### src/rtl/pio_pkg.sv
package pio_pkg;
  localparam int unsigned REG_ADDR_W = 3;

  typedef enum logic [REG_ADDR_W-1:0] {
    RA_ASSIGN = 3'd0,
    RA_OPTION = 3'd1,
    RA_DIR    = 3'd2,
    RA_ODRAIN = 3'd3,
    RA_DATA   = 3'd4
  } reg_addr_e;
endpackage

### src/rtl/pio_rst_sync.sv
module pio_rst_sync #(
  parameter int unsigned STAGES = 2
) (
  input  logic clk,
  input  logic arst_n,
  output logic srst_n
);
  logic [STAGES-1:0] sync_q;
  logic [STAGES-1:0] sync_d;

  always_comb begin
    sync_d = {sync_q[STAGES-2:0], 1'b1};
  end

  always_ff @(posedge clk or negedge arst_n) begin
    if (!arst_n) begin
      sync_q <= '0;
    end else begin
      sync_q <= sync_d;
    end
  end

  assign srst_n = sync_q[STAGES-1];
endmodule

### src/rtl/pio_regfile.sv
module pio_regfile
  import pio_pkg::*;
#(
  parameter int unsigned NPINS = 32
) (
  input  logic                  clk,
  input  logic                  rst_n,
  input  logic                  bus_we,
  input  logic [REG_ADDR_W-1:0] bus_addr,
  input  logic [NPINS-1:0]      bus_wdata,
  input  logic [NPINS-1:0]      pad_in,
  output logic [NPINS-1:0]      bus_rdata,
  output logic [NPINS-1:0]      asg_q,
  output logic [NPINS-1:0]      opt_q,
  output logic [NPINS-1:0]      dir_q,
  output logic [NPINS-1:0]      od_q,
  output logic [NPINS-1:0]      dat_q
);
  logic wr_asg, wr_opt, wr_dir, wr_od, wr_dat;

  always_comb begin
    wr_asg = bus_we && (bus_addr == RA_ASSIGN);
    wr_opt = bus_we && (bus_addr == RA_OPTION);
    wr_dir = bus_we && (bus_addr == RA_DIR);
    wr_od  = bus_we && (bus_addr == RA_ODRAIN);
    wr_dat = bus_we && (bus_addr == RA_DATA);
  end

  always_ff @(posedge clk or negedge rst_n) begin
    if (!rst_n) begin
      asg_q <= '0;
      opt_q <= '0;
      dir_q <= '0;
      od_q  <= '0;
      dat_q <= '0;
    end else begin
      if (wr_asg) asg_q <= bus_wdata;
      if (wr_opt) opt_q <= bus_wdata;
      if (wr_dir) dir_q <= bus_wdata;
      if (wr_od)  od_q  <= bus_wdata;
      if (wr_dat) dat_q <= bus_wdata;
    end
  end

  always_comb begin
    case (bus_addr)
      RA_ASSIGN: bus_rdata = asg_q;
      RA_OPTION: bus_rdata = opt_q;
      RA_DIR:    bus_rdata = dir_q;
      RA_ODRAIN: bus_rdata = od_q;
      RA_DATA:   bus_rdata = (dir_q & dat_q) | (~dir_q & pad_in);
      default:   bus_rdata = '0;
    endcase
  end
endmodule

### src/rtl/pio_pin_slice.sv
module pio_pin_slice #(
  parameter logic DFLT = 1'b0
) (
  input  logic asg,
  input  logic opt,
  input  logic dir,
  input  logic od,
  input  logic dat,
  input  logic f1_out,
  input  logic f1_oe,
  input  logic f2_out,
  input  logic f2_oe,
  input  logic pad_in,
  output logic pad_out,
  output logic pad_oe,
  output logic f1_in,
  output logic f2_in
);
  logic src_val;
  logic src_oe;
  logic drive;
  logic own1, own2;

  always_comb begin
    src_val = asg ? (opt ? f2_out : f1_out) : dat;
    src_oe  = asg & (opt ? f2_oe : f1_oe);
    drive   = dir | (~dir & src_oe);
    if (od) begin
      pad_out = 1'b0;
      pad_oe  = drive & ~src_val;
    end else begin
      pad_out = src_val;
      pad_oe  = drive;
    end
    own1  = asg & ~opt & ~dir;
    own2  = asg &  opt & ~dir;
    f1_in = own1 ? pad_in : DFLT;
    f2_in = own2 ? pad_in : DFLT;
  end
endmodule

### src/rtl/pio_port_mux.sv
module pio_port_mux
  import pio_pkg::*;
#(
  parameter int unsigned     NPINS    = 32,
  parameter logic [NPINS-1:0] DFLT_LVL = {{(NPINS/2){1'b1}}, {(NPINS-NPINS/2){1'b0}}}
) (
  input  logic                  clk,
  input  logic                  rst_n,
  input  logic                  bus_we,
  input  logic [REG_ADDR_W-1:0] bus_addr,
  input  logic [NPINS-1:0]      bus_wdata,
  output logic [NPINS-1:0]      bus_rdata,
  input  logic [NPINS-1:0]      pad_in,
  output logic [NPINS-1:0]      pad_out,
  output logic [NPINS-1:0]      pad_oe,
  input  logic [NPINS-1:0]      f1_out,
  input  logic [NPINS-1:0]      f1_oe,
  output logic [NPINS-1:0]      f1_in,
  input  logic [NPINS-1:0]      f2_out,
  input  logic [NPINS-1:0]      f2_oe,
  output logic [NPINS-1:0]      f2_in
);
  logic             rst_s;
  logic [NPINS-1:0] asg_q, opt_q, dir_q, od_q, dat_q;

  pio_rst_sync #(.STAGES(2)) u_rst (
    .clk    (clk),
    .arst_n (rst_n),
    .srst_n (rst_s)
  );

  pio_regfile #(.NPINS(NPINS)) u_regs (
    .clk       (clk),
    .rst_n     (rst_s),
    .bus_we    (bus_we),
    .bus_addr  (bus_addr),
    .bus_wdata (bus_wdata),
    .pad_in    (pad_in),
    .bus_rdata (bus_rdata),
    .asg_q     (asg_q),
    .opt_q     (opt_q),
    .dir_q     (dir_q),
    .od_q      (od_q),
    .dat_q     (dat_q)
  );

  for (genvar gi = 0; gi < NPINS; gi++) begin : g_pin
    pio_pin_slice #(.DFLT(DFLT_LVL[gi])) u_slice (
      .asg     (asg_q[gi]),
      .opt     (opt_q[gi]),
      .dir     (dir_q[gi]),
      .od      (od_q[gi]),
      .dat     (dat_q[gi]),
      .f1_out  (f1_out[gi]),
      .f1_oe   (f1_oe[gi]),
      .f2_out  (f2_out[gi]),
      .f2_oe   (f2_oe[gi]),
      .pad_in  (pad_in[gi]),
      .pad_out (pad_out[gi]),
      .pad_oe  (pad_oe[gi]),
      .f1_in   (f1_in[gi]),
      .f2_in   (f2_in[gi])
    );
  end
endmodule

### config.mk
export PLATFORM = sky130hd
export DESIGN_NAME = pio_port_mux
export DESIGN_NICKNAME = d
export VERILOG_FILES = /design/src/rtl/pio_pkg.sv /design/src/rtl/pio_rst_sync.sv /design/src/rtl/pio_regfile.sv /design/src/rtl/pio_pin_slice.sv /design/src/rtl/pio_port_mux.sv
export SDC_FILE = /design/constraint.sdc
export NUM_CORES = 1
export LEC_CHECK = 0
export ABC_CLOCK_PERIOD_IN_PS = 9260
export BUFFER_PORTS_ARGS = -buffer_cell sky130_fd_sc_hd__buf_2
export CAP_MARGIN = 5
export CORE_MARGIN = 1
export CORE_UTILIZATION = 56
export DETAILED_ROUTE_END_ITERATION = 10
export PLACE_DENSITY = 0.88
export SYNTH_ARGS = -nofsm -noshare
export SYNTH_HDL_FRONTEND = slang
export SYNTH_SLANG_ARGS = --single-unit
### constraint.sdc
create_clock -name clk -period 9.26 [get_ports clk]
set_clock_uncertainty 0.2 [all_clocks]
set_input_delay 0.926 -clock clk [delete_from_list [all_inputs] [get_ports clk]]
set_output_delay 0.926 -clock clk [all_outputs]
set_load 0.02 [all_outputs]
# Yosys cells after proc, flatten, opt, wreduce, memory -nomap -nowiden
# Cells that the tools add are included.
# totals
reg_bits	162
inputBits	198
out_inout_bits	160
wordCells	597
# op_classes
eq_ne	4
n_mux	225
bitwise	356
reduce_logical	6
# op_table
op	count
$and 1x1->1	224
$mux 1	224
$pmux 32 s5	1
$not 1->1	96
$and 32x32->32	2
$not 32->32	1
$or 1x1->1	32
$or 32x32->32	1
$eq 3x2->1 const B	2
$logic_and 1x1->1	5
$eq 3x1->1 const B	1
$eq 3x3->1 const B	1
$logic_not 3->1	1

# Depth between registers and ports, before layout
# logic_depth
ltp_word	6
mapped_depth	6

# By module
# A second synthesis with hierarchy kept.
# unflattened
hier_cells	888
hier_area_um2	9738.1
# by_module_without_submodules
module	instances	cells_per_inst	area_per_inst_um2	seq_area_each_um2
pio_regfile	1	565	7582.3	4003.8
pio_pin_slice at g_pin[0].u_slice ...	16	10	67.6	0.0
pio_pin_slice at g_pin[16].u_slice ...	16	10	63.8	0.0
pio_rst_sync	1	3	53.8	50.0

# Least setup slack after synthesis
# No wires, ideal clock.
# synth_path
path_type	input to output
startpoint	in bus_addr[1]
endpoint	out bus_rdata[18]
arrival_ns	2.171
slack_ns	5.963
cell_stages	6
path_buffers	3
path_cell_list	buf_4 buf_4 nor2_2 nand2_1 buf_2 o22ai_1
# synth_between
elab_chain_cells	2
elab_cells_between_ends	6
# synth_rtl
item	line_no	rtl
start: declaration	pio_port_mux.sv:10	input logic [REG_ADDR_W-1:0] bus_addr,
$eq 3x3->1, or another cell as far along	pio_regfile.sv:46	case (bus_addr)
$pmux 32 s5 (*)	pio_regfile.sv:46	
end: declaration	pio_port_mux.sv:12	output logic [NPINS-1:0] bus_rdata,
# Every way passes the cells marked *; elsewhere a longest branch is shown, timed or not.

# Worst setup path after layout
# layout_path
startpoint	in bus_addr[0]
endpoint	out bus_rdata[29]
# Same word-level chain as after synthesis.

==> flow_summary.ini <==
[status]
outcome = finished with violations
violations = hold timing

[floorplanning]
die_y_um = 139
design.core.area_um2 = 18200
die-area_um2 = 19400
fp-row-count = 49
initial_core_util_pct = 58.1
die_w_um = 139
ios = 358

[grt]
grt_pass1_vias = 8492
grt_use_total_pct = 28.7
grt_antenna_before_repair = 0
grt_overflow = 0
grt_pass1_wl_um = 44000
grt_max_degree = 78

[cts]
clock-sinks = 162
worstSkewPairLatency_ns = 0.41
root_buffer = clkbuf_16
cts_buffers = 17
cts_max_path_buffers = 2
ctsResizeCount = 0
htreeDepth = 4
post_cts_buffers = 0
holdBufCountCts = 0
clk_pin_slew_worst_paths_ns = 0.07
tritoncts = done

[placed_design]
io_buffers = 357
place_ws_ns = 4.68
post-dp-hpwl_um = 19800
place_area_um2 = 11600
gp_congestion = 0.857

[detailed_routing]
drt-initial-drc-count = 470
dr.pass1.iters = 4
vias = 8630
drcViolationCount = 0
ant_nets = 0
wl_um = 28000
drt-wirelength-per-cell_um = 19.3
drt-vias-per-instance = 5.95

[power_and_ir_drop]
swShare_pct = 35.7
p_per_area_nw_per_um2 = 222
fin_total_pwr_mw = 2.70
power.switching_mw = 0.965
power_frac_seq_pct = 40.2
peakVddDrop_mv = 0.135
p_comb_share_pct = 33.2
intPower_mw = 1.74
pwr-share-clk_pct = 26.5
p_leak_nw = 5.68

[setup_path]
worstPathCellList = buf_2 -> buf_4 -> nor2_2 -> buf_4 -> nand2_1 -> o221ai_1 -> buf_2
slowest_delay_ns = 0.60
crit_path_end_kind = output port
slowest_stage = nand2_1
cp-start-kind = input port
r2r_cells = 1
r2r-end = u_regs.dir_q[24]$_DFFE_PN0P_
rrSetupSlack_ns = 7.59
critPathKind = input port to output port
required_ns = 8.13
cp_max_fo = 25
worstPathArrival_ns = 3.42
worstReg2RegStart = u_rst.sync_q[1]$_DFF_PN0_

[logic_synthesis]
synthTopCellsByArea = dfrtp_1, mux2_2, buf_4, mux2i_1, a21oi_1
synth_nets = 1187
synth_top_area_cell = dfrtp_1
syn_area_um2 = 10600
ys_seq_elements = 162
synth_edf_count = 0
async_flop_share_pct = 100
synth_top_cell_area_share_pct = 38.3
synth_cells = 989
synth-seq-area-share_pct = 38.3
ys_warn_count = 0
synthDistinctLibCells = 37
synthFlopType = dfrtp_1
ys_top_cells_by_count = mux2_2, dfrtp_1, buf_4
avgSynthCellArea_um2 = 10.7
yosysMostFrequentCell = mux2_2

[min_path]
worstHoldPathType = register to asynchronous set/reset pin

[final_layout]
drive_gt1_share_pct = 49.6
area_delta_synth_final_pct = 14.9
nFillCells = 1404
finalInstanceArea_um2 = 12200
n_antenna_cell = 0
nNetsFinal = 1407

[sta]
period_needed_ns = 4.55
final.period_utilization_pct = 49.1
max_freq_ghz = 0.220
final.setup.tns_ns = 0
tightest_slew_ns = 1.25
drv_slew = 0
rsz0062_at_grt = no
finalSetupViolCount = 0
setup_slack_ns = 4.71
maxSlewHeadroom_pct = 16.0
report.final.hold_viol_count = 3
holdWs_ns = -0.00289

[run]
drv_cap = 0
## cells by family (layout without fill, tap and decap cells)
logic type	Yosys count	count (layout)	share of synthesized area, %
flops	162	162	38.3
mux	265	265	28.7
compound gates	172	172	9.71
buf+inv	177	409	11.7
simple gates	212	212	11.5
other cells	1	1	0.0354
## registers in the layout, summed over array words and instances, names as in the netlist
signal,cells
u_regs.asg_q,32
u_regs.dat_q,32
u_regs.dir_q,32
u_regs.od_q,32
u_regs.opt_q,32
u_rst.sync_q,2
## critical path: cells and delay by family
family / cells / cell delay (ns)
buffers and inverters: 4 / 1.45
AND/OR/NAND/NOR: 2 / 0.67
AO/OA/AOI/OAI: 1 / 0.31
## per-stage QoR
step | hold WS (ns) | utilization (%) | cells
floorplan | 0.131 | - | 989
global placement | -0.00531 | 63.4 | 1419
detailed placement | -0.00681 | 63.4 | 1419
CTS | 0.000373 | 66.8 | 1450
global route | 0.0169 | 66.8 | 1450
finish | -0.00289 | 66.8 | 1450
## routing by layer
metal	vias to the layer above	share of wire (%)	track usage, %
li1	3920	-	-
met3	45	5.4	4.71
met5	-	0	0
met1	4287	41	35.2
met4	0	2.4	10.3
met2	378	52	50.7
## layout make-up
type / count / area (µm²) / share of cell area, %
clock buffer: 22 / 474 / 3.90
clock inverter: 9 / 130 / 1.07
inverter: 11 / 41.3 / 0.340
multi-input combinational: 650 / 5310 / 43.6
sequential: 162 / 4060 / 33.4
tap: 229 / 287 / 2.36
timing repair buffer: 367 / 1860 / 15.3
## worst max-delay path by stage
stage                                    startpoint                           to  slack [ns]  cells past startpoint
after global placement                  bus_addr[0]                bus_rdata[29]        4.83                      7
after detailed placement                bus_addr[0]                bus_rdata[29]        4.68                      7
after floorplan           u_rst.sync_q[1]$_DFF_PN0_  u_regs.asg_q[0]$_DFFE_PN0P_        4.21                      0
after CTS                               bus_addr[0]                bus_rdata[29]        4.67                      7
after global routing                    bus_addr[0]                bus_rdata[14]        4.63                      6
final                                   bus_addr[0]                bus_rdata[29]        4.71                      7
## placed cells by master, fill, tap and decap left out, types with 3 or more instances in the layout
master        n
inv_1        11
or3_1         5
mux2_2      190
mux2_1        6
o221ai_1     17
nand3_1      19
mux2i_1      58
clkbuf_8      3
o21ai_0      12
dfrtp_1     161
and3_1       15
buf_2       357
a22oi_1      31
bufinv_16     3
o211ai_1      3
buf_4        10
nor2b_1      50
nor4bb_1     14
clkbuf_16    17
clkinvlp_4    4
a21oi_1      96
nand3b_1     16
mux4_2       11
o22ai_1      12
nor2_1       63
nand2_1      17
## power by group through the flow
stage | sequential, mW | clock [mW] | combinational (mW)
4_1_cts | 1.08 | 0.726 | 0.902
3_3_place_gp | 1.08 | 0 | 0.873
3_5_place_dp | 1.09 | 0 | 0.897
6_report | 1.09 | 0.717 | 0.899
5_1_grt | 1.11 | 0.759 | 0.968
2_1_floorplan | 1.03 | 0 | 0.796
Note: power is estimated with default switching activity, not from simulation.
